File: src/rtl/seg_disp_pkg.sv
package seg_disp_pkg;

   localparam int SEG_BITS = 7;

   typedef logic [SEG_BITS-1:0] seg_pattern_t;

   // Decimal glyphs, bit 6 = segment a ... bit 0 = segment g, 1 = lit.
   function automatic seg_pattern_t digit_glyph(input logic [3:0] d);
      seg_pattern_t g;
      case (d)
         4'd0:    g = 7'b111_1110;
         4'd1:    g = 7'b011_0000;
         4'd2:    g = 7'b110_1101;
         4'd3:    g = 7'b111_1001;
         4'd4:    g = 7'b011_0011;
         4'd5:    g = 7'b101_1011;
         4'd6:    g = 7'b101_1111;
         4'd7:    g = 7'b111_0000;
         4'd8:    g = 7'b111_1111;
         4'd9:    g = 7'b111_1011;
         default: g = '0;
      endcase
      return g;
   endfunction

endpackage

File: src/rtl/seg_glyph_rom.sv
module seg_glyph_rom
   import seg_disp_pkg::*;
#(
   parameter int FLOOR_W    = 3,
   parameter int NUM_FLOORS = 5
) (
   input  logic [FLOOR_W-1:0] floor_i,
   output seg_pattern_t       glyph_o
);

   localparam int IDX_MAX = NUM_FLOORS - 1;

   always_comb begin
      if (32'(floor_i) <= IDX_MAX) glyph_o = digit_glyph(4'(floor_i));
      else                         glyph_o = '0;
   end

endmodule

File: src/rtl/blink_sequencer.sv
module blink_sequencer #(
   parameter int PHASE_CYCLES = 25_000_000,
   parameter int BLINK_COUNT  = 5
) (
   input  logic clk,
   input  logic rst_n,
   input  logic arrive_i,
   output logic blank_o,
   output logic busy_o
);

   localparam int TICK_W = (PHASE_CYCLES > 1) ? $clog2(PHASE_CYCLES) : 1;
   localparam int CNT_W  = $clog2(BLINK_COUNT + 1);
   localparam logic [TICK_W-1:0] TICK_LAST = TICK_W'(PHASE_CYCLES - 1);
   localparam logic [CNT_W-1:0]  CNT_LAST  = CNT_W'(BLINK_COUNT - 1);

   logic              busy_q, blank_q;
   logic [TICK_W-1:0] tick_q;
   logic [CNT_W-1:0]  done_q;
   logic              phase_end;

   assign phase_end = (tick_q == TICK_LAST);

   always_ff @(posedge clk or negedge rst_n) begin
      if (!rst_n) begin
         busy_q  <= 1'b0;
         blank_q <= 1'b0;
         tick_q  <= '0;
         done_q  <= '0;
      end else if (arrive_i) begin
         busy_q  <= 1'b1;
         blank_q <= 1'b1;
         tick_q  <= '0;
         done_q  <= '0;
      end else if (busy_q) begin
         if (phase_end) begin
            tick_q <= '0;
            if (!blank_q && done_q == CNT_LAST) begin
               busy_q <= 1'b0;
            end else begin
               blank_q <= ~blank_q;
               if (!blank_q) done_q <= done_q + 1'b1;
            end
         end else begin
            tick_q <= tick_q + 1'b1;
         end
      end
   end

   assign blank_o = blank_q;
   assign busy_o  = busy_q;

   p_tick_bound_r3: assert property (@(posedge clk) disable iff (!rst_n)
      busy_q |-> (32'(tick_q) < PHASE_CYCLES));

   p_restart_r5: assert property (@(posedge clk) disable iff (!rst_n)
      arrive_i |=> (busy_q && blank_q && tick_q == '0 && done_q == '0));

   p_count_bound_r4: assert property (@(posedge clk) disable iff (!rst_n)
      busy_q |-> (32'(done_q) < BLINK_COUNT));

   p_finish_lit_r4: assert property (@(posedge clk) disable iff (!rst_n)
      $fell(busy_q) |-> (!$past(blank_q) && $past(done_q) == CNT_LAST));

   p_idle_lit_r6: assert property (@(posedge clk) disable iff (!rst_n)
      !busy_q |-> !blank_q);

endmodule

File: src/rtl/floor_seg_blinker.sv
module floor_seg_blinker
   import seg_disp_pkg::*;
#(
   parameter int FLOOR_W      = 3,
   parameter int NUM_FLOORS   = 5,
   parameter int PHASE_CYCLES = 25_000_000,
   parameter int BLINK_COUNT  = 5,
   parameter bit OUT_REG      = 1'b1
) (
   input  logic               clk,
   input  logic               rst_n,
   input  logic [FLOOR_W-1:0] floor_i,
   input  logic               arrive_i,
   output logic [6:0]         seg_o
);

   if (NUM_FLOORS < 1 || NUM_FLOORS > 10)
      $error("NUM_FLOORS must lie in 1..10");
   if (NUM_FLOORS > (1 << FLOOR_W))
      $error("FLOOR_W too narrow for NUM_FLOORS");
   if (PHASE_CYCLES < 1)
      $error("PHASE_CYCLES must be at least 1");
   if (BLINK_COUNT < 1)
      $error("BLINK_COUNT must be at least 1");

   seg_pattern_t glyph, seg_next;
   logic         blank, busy;

   seg_glyph_rom #(.FLOOR_W(FLOOR_W), .NUM_FLOORS(NUM_FLOORS)) rom_i (
      .floor_i (floor_i),
      .glyph_o (glyph)
   );

   blink_sequencer #(.PHASE_CYCLES(PHASE_CYCLES), .BLINK_COUNT(BLINK_COUNT)) seq_i (
      .clk      (clk),
      .rst_n    (rst_n),
      .arrive_i (arrive_i),
      .blank_o  (blank),
      .busy_o   (busy)
   );

   assign seg_next = blank ? '0 : glyph;

   if (OUT_REG) begin : g_out_reg
      seg_pattern_t seg_q;
      always_ff @(posedge clk or negedge rst_n) begin
         if (!rst_n) seg_q <= '0;
         else        seg_q <= seg_next;
      end
      assign seg_o = seg_q;
   end else begin : g_out_comb
      assign seg_o = seg_next;
   end

   p_blank_range_r2: assert property (@(posedge clk) disable iff (!rst_n)
      (32'(floor_i) >= NUM_FLOORS) |-> (glyph == '0));

   p_lit_nonzero_r1: assert property (@(posedge clk) disable iff (!rst_n)
      (!busy && 32'(floor_i) < NUM_FLOORS) |-> (seg_next != '0));

   p_dark_only_busy_r4: assert property (@(posedge clk) disable iff (!rst_n)
      blank |-> busy);

endmodule

File: config.mk
export PLATFORM = sky130hd
export DESIGN_NAME = floor_seg_blinker
export DESIGN_NICKNAME = d
export VERILOG_FILES = /design/src/rtl/seg_disp_pkg.sv /design/src/rtl/seg_glyph_rom.sv /design/src/rtl/blink_sequencer.sv /design/src/rtl/floor_seg_blinker.sv
export SDC_FILE = /design/constraint.sdc
export NUM_CORES = 1
export LEC_CHECK = 0
export CAP_MARGIN = 20
export CORE_ASPECT_RATIO = 1.2
export CORE_UTILIZATION = 39
export DETAILED_ROUTE_END_ITERATION = 12
export DONT_BUFFER_PORTS = 1
export SLEW_MARGIN = 20
export SYNTH_ARGS = -nofsm -noshare
export SYNTH_HDL_FRONTEND = slang
export SYNTH_SLANG_ARGS = --single-unit
File: constraint.sdc
create_clock -name clk -period 1.8 [get_ports clk]
set_input_delay 0.27 -clock clk [delete_from_list [all_inputs] [get_ports clk]]
set_output_delay 0.27 -clock clk [all_outputs]
set_load 0.02 [all_outputs]
Word-level counts from Yosys, hierarchy flattened

Memory sizes are Yosys's and may differ from the RTL's.
Index checks and enable logic that the tools add are counted.

Add/subtract/negate cells: 2
Order comparisons: 1
Eq/ne operators: 4
Mux-type cells: 18
Bitwise logic cells: 1
Reductions and logical operators: 6

Operators with widths:

| operator                                       | count |
|---|---|
| 2-to-1 mux 25 bit                              | 3 |
| adder 25 x 1 -> 25 bit (second input constant) | 1 |
| == test 25 bit (second input constant)         | 1 |
| 2-to-1 mux 3 bit                               | 5 |
| 2-to-1 mux 7 bit                               | 2 |
| 2-to-1 mux 1 bit                               | 8 |
| != test 2 bit (second input constant)          | 2 |
| AND reduction 4 bit                            | 1 |
| nonzero test 2 bit                             | 2 |
| adder 3 x 1 -> 3 bit (second input constant)   | 1 |
| == test 3 bit (second input constant)          | 1 |
| <= comparator 3 bit (second input constant)    | 1 |
| AND reduction 3 bit                            | 1 |
| logical AND 1 bit                              | 1 |
| zero test 1 bit                                | 1 |
| inverter 1 bit                                 | 1 |

Register bits after elaboration: 37
ROM bits: 56
Input port bits: 6
Output and inout port bits: 7
Word-level logic and storage cells: 38
Memories kept: 1

Memories:

| memory          | depth | width | read ports | clocked after memory_dff | write ports | RTL line           | RTL |
|---|---|---|---|---|---|---|---|
| (no name shown) | 8     | 7     | 1          | 0                        | 0           | seg_disp_pkg.sv:10 | `case (d)` |

Longest topological paths before layout

Gate-level depths: netlist of run 1.

Depth in word-level cells: 6
Gate-level depth with buffers: 6
Mapped depth without buffers: 6

Modules after synthesis

From an unflattened synthesis of run 1, not the netlist that was laid out.

Cells, all modules: 230
Area, all modules: 2197.1 µm²

Modules (own cells, without submodules):

| module            | instances | cells each | area an instance (µm²) | sequential area each (µm²) |
|---|---|---|---|---|
| blink_sequencer   | 1         | 201        | 1866.8                 | 750.7 |
| floor_seg_blinker | 1         | 14         | 219.0                  | 175.2 |
| seg_glyph_rom     | 1         | 15         | 111.4                  | 0.0 |

Worst setup path after synthesis of run 1

No wires, ideal clock.

Path kind: register -> register
Start: register seq_i.tick_q[9]
End: register seq_i.done_q[0]
Library setup time: 0.128 ns
Arrival time: 1.711 ns
Data required time: 1.672 ns
Slack: -0.039 ns
Cell stages (with the launch flop): 7
Buffers on the path: 1
Clock period less this slack: 1.839 ns
Cells stage by stage: dfrtp_1 nor4b_2 nand4_1 or2_1 buf_6 nor3_4 mux2_1

Cells in the longest elaborated chain, start to end: 3

Ends and longest elaborated chain:

| what                          | RTL line              | RTL |
|---|---|---|
| start: declaration            | blink_sequencer.sv:18 | `logic [TICK_W-1:0] tick_q;` |
| start signal: assignment      | blink_sequencer.sv:45 | `tick_q <= tick_q + 1'b1;` |
| == test 25 bit                | blink_sequencer.sv:22 | `assign phase_end = (tick_q == TICK_LAST);` |
| nonzero test 2 bit (no line)  | -                     |  |
| AND reduction 4 bit (no line) | -                     |  |
| end signal: assignment        | blink_sequencer.sv:42 | `if (!blank_q) done_q <= done_q + 1'b1;` |
| end: declaration              | blink_sequencer.sv:19 | `logic [CNT_W-1:0] done_q;` |

No other way between the ends.
A chain may end at the register's enable or synchronous reset.

Final worst setup path of run 1

Start: register seq_i.tick_q[9]
End: register seq_i.tick_q[19]

Cells in the longest elaborated chain, start to end: 4
Elaborated cells between the ends (all ways): 5
Those cells by class: add/sub (1); eq/ne (1); mux (3)

Ends and longest elaborated chain:

| what                                                     | RTL line                                     | RTL |
|---|---|---|
| adder 25 x 1 -> 25 bit or == test 25 bit (tied branches) | blink_sequencer.sv:45, blink_sequencer.sv:22 |  |
| 2-to-1 mux 25 bit (*)                                    | blink_sequencer.sv:36                        | `if (phase_end) begin` |
| 2-to-1 mux 25 bit (*)                                    | blink_sequencer.sv:35                        | `end else if (busy_q) begin` |
| 2-to-1 mux 25 bit (*)                                    | blink_sequencer.sv:30                        | `end else if (arrive_i) begin` |

Mark *: on every way between the ends. The rest lies on a longest branch, timed or not. The select of a mux whose other input is x is not followed.

==> summary.md, run 1 <==
| Metric | Value |
|---|---|
| Final period utilization | 99.1% |
| Share of layout cells above drive strength 1 | 25.8% |
| Number of synthesized register bits | 37 |
| P per Cell Area | 697 mW/mm^2 |
| Via count | 1694 |
| Async S/R FF share, synth | 100% |
| Post-synth top flop | dfrtp_1 |
| Root Buffer | clkbuf_8 |
| WP data arrival | 1970 ps |
| Nets | 264 |
| Peak supply drop | 413 uV |
| Antenna violations before repair | 0 |
| Worst min path class | in2reg |
| Setup-failing EPs final | 0 |
| Hold Slack | 32.8 ps |
| Unrepaired setup endpoints after global routing | yes |
| IO buf count | 0 |
| Fmax | 0.561 GHz |
| Top cells by area, synth | dfrtp_1, ha_1, nand2_1 |
| Sequential share of the synthesized area | 45.0% |
| Clk sinks | 37 |
| Final core utilization | 51.0% |
| Top-area cell type share of the netlist area | 45.0% |
| Pleak | 1.13 nW |
| Yosys cell types | 51 |
| Area Growth Syn to Fin | 24.1% |
| Most frequent cells in the layout | dfrtp_1, buf_4, nand2_1 |
| Gr ovfl total | 0 |
| WL/cell | 14.8 um |
| Syn nets | 229 |
| Worst Path Required | 1990 ps |
| Router iterations before antenna repair | 5 |
| GPL Wtd Cong | 0.787 |
| Pre-CTS setup slack | -2.52 ps |
| Clock tree buffer depth | 2 |
| Die Y | 81.6 um |
| ANT nets after route | 0 |
| Run status | complete, no violations |
| Final Max Slew Viols | 0 |
| Largest net degree at the start of global routing | 38 |
| Setup CP Type | reg2reg |
| Die area | 0.00557 sq mm |
| Cell Area, Synth | 0.00206 sq mm |
| H-tree levels | 2 |
| Ant diodes | 0 |
| IO Pins | 13 |
| CTS tree | done |
| Clk slew on worst S/H paths | 80 ps |
| Worst Tran Pin Value | 412 ps |
| Slew headroom | 72.3% |
| Crit. End Element | flop |
| Core Area | 0.00501 sq mm |
| Ys Warns | 0 |
| Worst Path Max Fanout | 5 |
| Max cap viols | 0 |
| Drt first-iter violations | 84 |
| Post-route DRC | 0 |
| Num CTS Buffers | 5 |
| Clock Skew | 6.18 ps |
| Tmin final | 1780 ps |
| Final Hold Fails | 0 |
| Global-route wire length before repair | 7660 um |
| Drt total wl | 4630 um |
| Largest area contributor in the netlist | dfrtp_1 |
| Final WS setup | 17.0 ps |
| Post-DP HPWL | 3320 um |
| Cells after Synth | 216 |
| Core Rows | 28 |
| EDFF count, synth | 0 |
| GRT Total Usage | 18.9% |
| Starting Density | 41.1% |
| Commonest non-fill, non-tap cell in the layout | dfrtp_1 |
| Worst-Skew Late Latency | 290 ps |
| Via density | 5.43 |
| Total power | 1.78 mW |
| Vias in the first global route | 1691 |
| Avg Cell Area, Syn | 9.53 sq um |
| Critical Path Start Type | flop |
| Die width | 68.3 um |
-- sequential cells by signal, indices dropped and copies added (netlist names) --
name           count
seq_i.busy_o       1
seq_i.done_q       3
seg_o              7
seq_i.blank_o      1
seq_i.tick_q      25
-- stage by stage --
step                std cells  TNS [ps]  cell area (sq um)
finish                    312         0               2550
global route              312      -583               2550
CTS                       309     -9.60               2490
detailed placement        299     -2.52               2320
global placement          299         0               2320
floorplan                 216         0               2060
-- per-layer routing --
metal / vias up / part of all wire [%] / track usage [%]
met5: - / 0 / 0
met2: 37 / 49 / 31.2
met1: 810 / 46 / 23.7
met3: 6 / 3.6 / 4.72
li1: 841 / - / -
met4: 0 / 1.6 / 6.67
-- area by class of cell --
cell class	count	area, sq um
fillers	450	2460
multi-input cells	160	1080
flip-flops and latches	37	926
repair buffers	37	297
well taps	60	75.1
clock buffers	5	68.8
clock inverters	3	65.1
inverters	10	37.5
-- final timing paths --
check                                             from                      endpoint  slack [ps]  cells past startpoint
hold / removal                                arrive_i   seq_i.done_q[2]$_DFFE_PN0P_          30                      1
min in group asynchronous                        rst_n   seq_i.tick_q[4]$_DFFE_PN0N_         420                      2
setup / recovery           seq_i.tick_q[9]$_DFFE_PN0N_  seq_i.tick_q[19]$_DFFE_PN0N_          20                      7
max in group asynchronous                        rst_n  seq_i.tick_q[22]$_DFFE_PN0N_        1180                      2
setup reg to reg           seq_i.tick_q[9]$_DFFE_PN0N_  seq_i.tick_q[19]$_DFFE_PN0N_          20                      7
hold reg to reg            seq_i.done_q[2]$_DFFE_PN0P_   seq_i.done_q[2]$_DFFE_PN0P_         550                      2
-- worst max-delay path, cell delays in order (launching register included) --
cell     delay, ps
dfrtp_1        390
nor4b_2        280
nand4_1        200
buf_4          200
nor2_4         130
buf_4          130
o21ai_0         80
a31o_2         250
-- cell usage after synthesis, types with 2 or more instances --
| library cell | instances |
|---|---|
| nand2_1 | 21 |
| nor2b_1 | 2 |
| nand3_1 | 12 |
| nand4_1 | 7 |
| inv_1 | 10 |
| ha_1 | 7 |
| or3_1 | 4 |
| or4_1 | 2 |
| and3_1 | 5 |
| nor2_1 | 18 |
| xor2_1 | 4 |
| xnor2_1 | 7 |
| a31oi_1 | 3 |
| a32o_1 | 2 |
| and2_1 | 9 |
| dfrtp_1 | 37 |
| a21oi_1 | 11 |
| o21ai_0 | 6 |
| mux2i_1 | 3 |
| clkbuf_1 | 5 |
| and4_1 | 3 |
| o211ai_1 | 2 |
| a211oi_1 | 2 |
| nor3_1 | 7 |
-- timing repair --
item,CTS,global route
endpoints found under the setup margin,3,14
endpoints found under the hold margin,37,0
buffers inserted,0,3
gates resized for setup,2,14
hold buffers,2,0
pin swaps,0,7
-- logic make-up after synthesis --
group / count (synthesis) / share of synthesized area (%)
flops: 37 / 45.0
buf+inv: 19 / 4.56
simple gates: 102 / 27.8
mux: 4 / 2.01
xor+xnor: 11 / 4.68
compound gates: 35 / 11.2
fa+ha+maj: 8 / 4.74
-- report_power, final --
group          internal [mW]  total, mW  switching, mW  leakage (nW)
logic                 0.0299     0.0707         0.0408         0.555
clock network          0.551      0.869          0.319        0.0681
registers              0.836      0.839        0.00320         0.504
total                   1.42       1.78          0.363          1.13
Note: power is estimated with default switching activity, not from simulation.
==> run 2: changes to the inputs <==
ABC_AREA = 1   (was default)
==> run 2 against run 1 <==
Net effect: utilization down 6.4 points; die area up 11%; sequential share of layout area up 0.40 points.
==> summary.md, run 2 <==
| Metric | Value |
|---|---|
| ANT nets after route | 0 (unchanged) |
| Largest area contributor in the netlist | dfrtp_1 |
| Worst r2r src | seq_i.tick_q[0]$_DFFE_PN0N_ |
| Crit path to | seq_i.tick_q[1]$_DFFE_PN0N_ |
| Cells after Synth | 330 (+53%) |
| CTS tree | done |
| H-tree levels | 2 (unchanged) |
| Crit. End Element | flop |
| Setup CP Type | reg2reg |
| Cell Area, Synth | 0.00229 sq mm (+11%) |
| Die area | 0.00619 sq mm (+11%) |
| R2R cell count | 10 (+3) |
| GPL Wtd Cong | 0.875 (+11%) |
| Post-DP HPWL | 3940 um (+19%) |
| Final period utilization | 92.7% (-6.4 points) |
| Clock Skew | 8.02 ps (+1.84 ps) |
| Setup tns final | 0 ps (unchanged) |
| Via count | 2039 (+20%) |
| Fmax | 0.600 GHz (+6.9%) |
| Clk sinks | 37 (unchanged) |
| Syn nets | 343 (+50%) |
| Post-synth top flop | dfrtp_1 |
| Drt first-iter violations | 164 (+95%) |
| Final Max Slew Viols | 0 (unchanged) |
| IO Pins | 13 (unchanged) |
| Die width | 72.0 um (+5.4%) |
| Die Y | 86.0 um (+5.4%) |
| Antenna violations before repair | 0 (unchanged) |
| Post-route DRC | 0 (unchanged) |
| Core Rows | 30 (+7.1%) |
| Pre-CTS setup slack | 116 ps (+119 ps) |
| Tmin final | 1670 ps (-115 ps) |
| Most flops, register | seq_i.tick_q |
| Worst-Skew Late Latency | 290 ps (about the same) |
| Vias in the first global route | 1986 (+17%) |
| Worst min path class | in2reg |
| Avg Cell Area, Syn | 6.95 sq um (-27%) |
| Max reg flops | 25 (unchanged) |
| Pleak | 1.14 nW (+1.4%) |
| Hold Slack | 36.1 ps (+3.33 ps) |
| Ant diodes | 0 (unchanged) |
| Largest net degree at the start of global routing | 38 (unchanged) |
| Router iterations before antenna repair | 5 (unchanged) |
| Drt total wl | 5210 um (+13%) |
| Commonest non-fill, non-tap cell in the layout | nand2_1 |
| WP data arrival | 1850 ps (-120 ps) |
| Setup crit start | seq_i.tick_q[0]$_DFFE_PN0N_ |
| Setup-failing EPs final | 0 (unchanged) |
| Clock tree buffer depth | 2 (unchanged) |
| WL/cell | 12.4 um (-16%) |
| Sequential share of the synthesized area | 40.4% (-4.6 points) |
| Synth cell count leaders | nand2_1, nor2_1, inv_1 |
| Root Buffer | clkbuf_8 |
| Reg2reg end | seq_i.tick_q[1]$_DFFE_PN0N_ |
| Share of layout cells above drive strength 1 | 8.24% (-18 points) |
| Worst Path Required | 1980 ps (about the same) |
| P per Cell Area | 691 mW/mm^2 (-0.77%) |
| Via density | 4.85 (-11%) |
| Gr ovfl total | 0 (unchanged) |
| Run status | complete, no violations |
| Ys Warns | 0 (unchanged) |
| Global-route wire length before repair | 8970 um (+17%) |
| Peak supply drop | 496 uV (+20%) |
| Num CTS Buffers | 5 (unchanged) |
| Critical Path Start Type | flop |
| Nets | 352 (+33%) |
| EDFF count, synth | 0 (unchanged) |
| Clk slew on worst S/H paths | 80 ps (about the same) |
| Max cap viols | 0 (unchanged) |
| Slew headroom | 61.7% (-11 points) |
| Area Growth Syn to Fin | 10.1% |
| R2R setup slack | 130 ps (+120 ps) |
| Fillers | 584 (+30%) |
| Worst Path Max Fanout | 5 (unchanged) |
| Unrepaired setup endpoints after global routing | no |
| Most frequent cells in the layout | nand2_1, nor2_1, inv_1 |
| Top cells by area, synth | dfrtp_1, nand2_1, nor2_1 |
| IO buf count | 0 (unchanged) |
| Yosys cell types | 24 (-53%) |
| Cell with the most instances after synthesis | nand2_1 |
| Starting Density | 40.5% (-0.62 points) |
| Async S/R FF share, synth | 100% (unchanged) |
| Final Hold Fails | 0 (unchanged) |
| Core Area | 0.00567 sq mm (+13%) |
| Number of synthesized register bits | 37 (unchanged) |
| GRT Total Usage | 18.8% (-0.17 points) |
| Final WS setup | 132 ps (+115 ps) |
| Top-area cell type share of the netlist area | 40.4% (-4.6 points) |
| Worst Tran Pin Value | 569 ps (+156 ps) |
==> run 2: cell count changes after synthesis, moves of 4 or more <==
cell,delta
and2_1,-9
and3_1,-5
inv_1,+29
nand2_1,+83
nand3_1,+7
nand4_1,+8
nor2_1,+38
nor2_2,+7
or3_1,-4
xnor2_1,-4
==> run 2: area by class of cell <==
class,count,area (sq um),share of cell area [%]
Tap cell,80,100,3.96
Multi-Input combinational cell,249,1200,47.4
Inverter,40,150,5.94
Timing Repair Buffer,6,60.1,2.38
Clock buffer,5,68.8,2.72
Sequential cell,37,926,36.7
Clock inverter,3,22.5,0.892
==> run 2: worst min path at each step <==
stage	cells after the start	end	slack, ps	startpoint
5_1_grt	1	seg_o[6]$_DFF_PN0_	30	floor_i[2]
3_5_place_dp	0	seq_i.tick_q[20]$_DFFE_PN0N_	-20	rst_n
3_3_place_gp	0	seq_i.tick_q[21]$_DFFE_PN0N_	-20	rst_n
6_report	1	seg_o[6]$_DFF_PN0_	40	floor_i[2]
2_1_floorplan	0	seg_o[0]$_DFF_PN0_	-30	rst_n
4_1_cts	1	seg_o[6]$_DFF_PN0_	30	floor_i[2]
==> run 2: per-layer routing <==
layer  global-route usage (%)  vias up  share of wire [%]
li1                         -     1060                  -
met1                     23.2      932                 45
met2                     32.7       43                 50
met3                     3.29        4                3.7
met4                     6.42        0                1.2
met5                        0        -                  0
==> run 2: timing repair <==
item / in CTS / in global routing
resized for setup: 0 / 1
endpoints found under the hold margin: 37 / 0
endpoints found under the setup margin: 0 / 10
buffers inserted: 0 / 0
hold buffers: 2 / 0
==> run 2: critical path: stages (launching register included) <==
cell and delay (ps):
dfrtp_1 390, ha_1 240, inv_1 70, nor2_2 150
nand2_1 80, nor2_2 90, nand3_2 100, nand3_1 200
inv_1 120, nand2_1 70, nand2_1 50
==> run 2: logic make-up after synthesis <==
| logic type | Yosys count | synth area share [%] |
|---|---|---|
| DFF | 37 | 40.4 |
| buffers and inverters | 44 | 7.58 |
| xor gates and xnor gates | 5 | 1.91 |
| adders and majority gates | 7 | 3.82 |
| and+or+nand+nor | 214 | 40.9 |
| AOI/OAI and AO/OA | 23 | 5.46 |
==> run 2: where the power goes <==
group / internal [mW] / total, mW / leakage [nW] / switching, mW
sequential: 0.889 / 0.961 / 0.498 / 0.0720
combinational: 0.0714 / 0.192 / 0.609 / 0.121
clock: 0.272 / 0.594 / 0.0364 / 0.322
==> run 2: per-stage QoR <==
| step | utilization, % | power [mW] | instances | area (sq um) |
|---|---|---|---|---|
| detailed placement | 42.3 | 1.15 | 410 | 2400 |
| global placement | 42.3 | 1.14 | 410 | 2400 |
| global route | 44.6 | 1.85 | 420 | 2530 |
| finish | 44.6 | 1.75 | 420 | 2530 |
| CTS | 44.5 | 1.77 | 420 | 2520 |
| floorplan | - | 1.10 | 330 | 2290 |
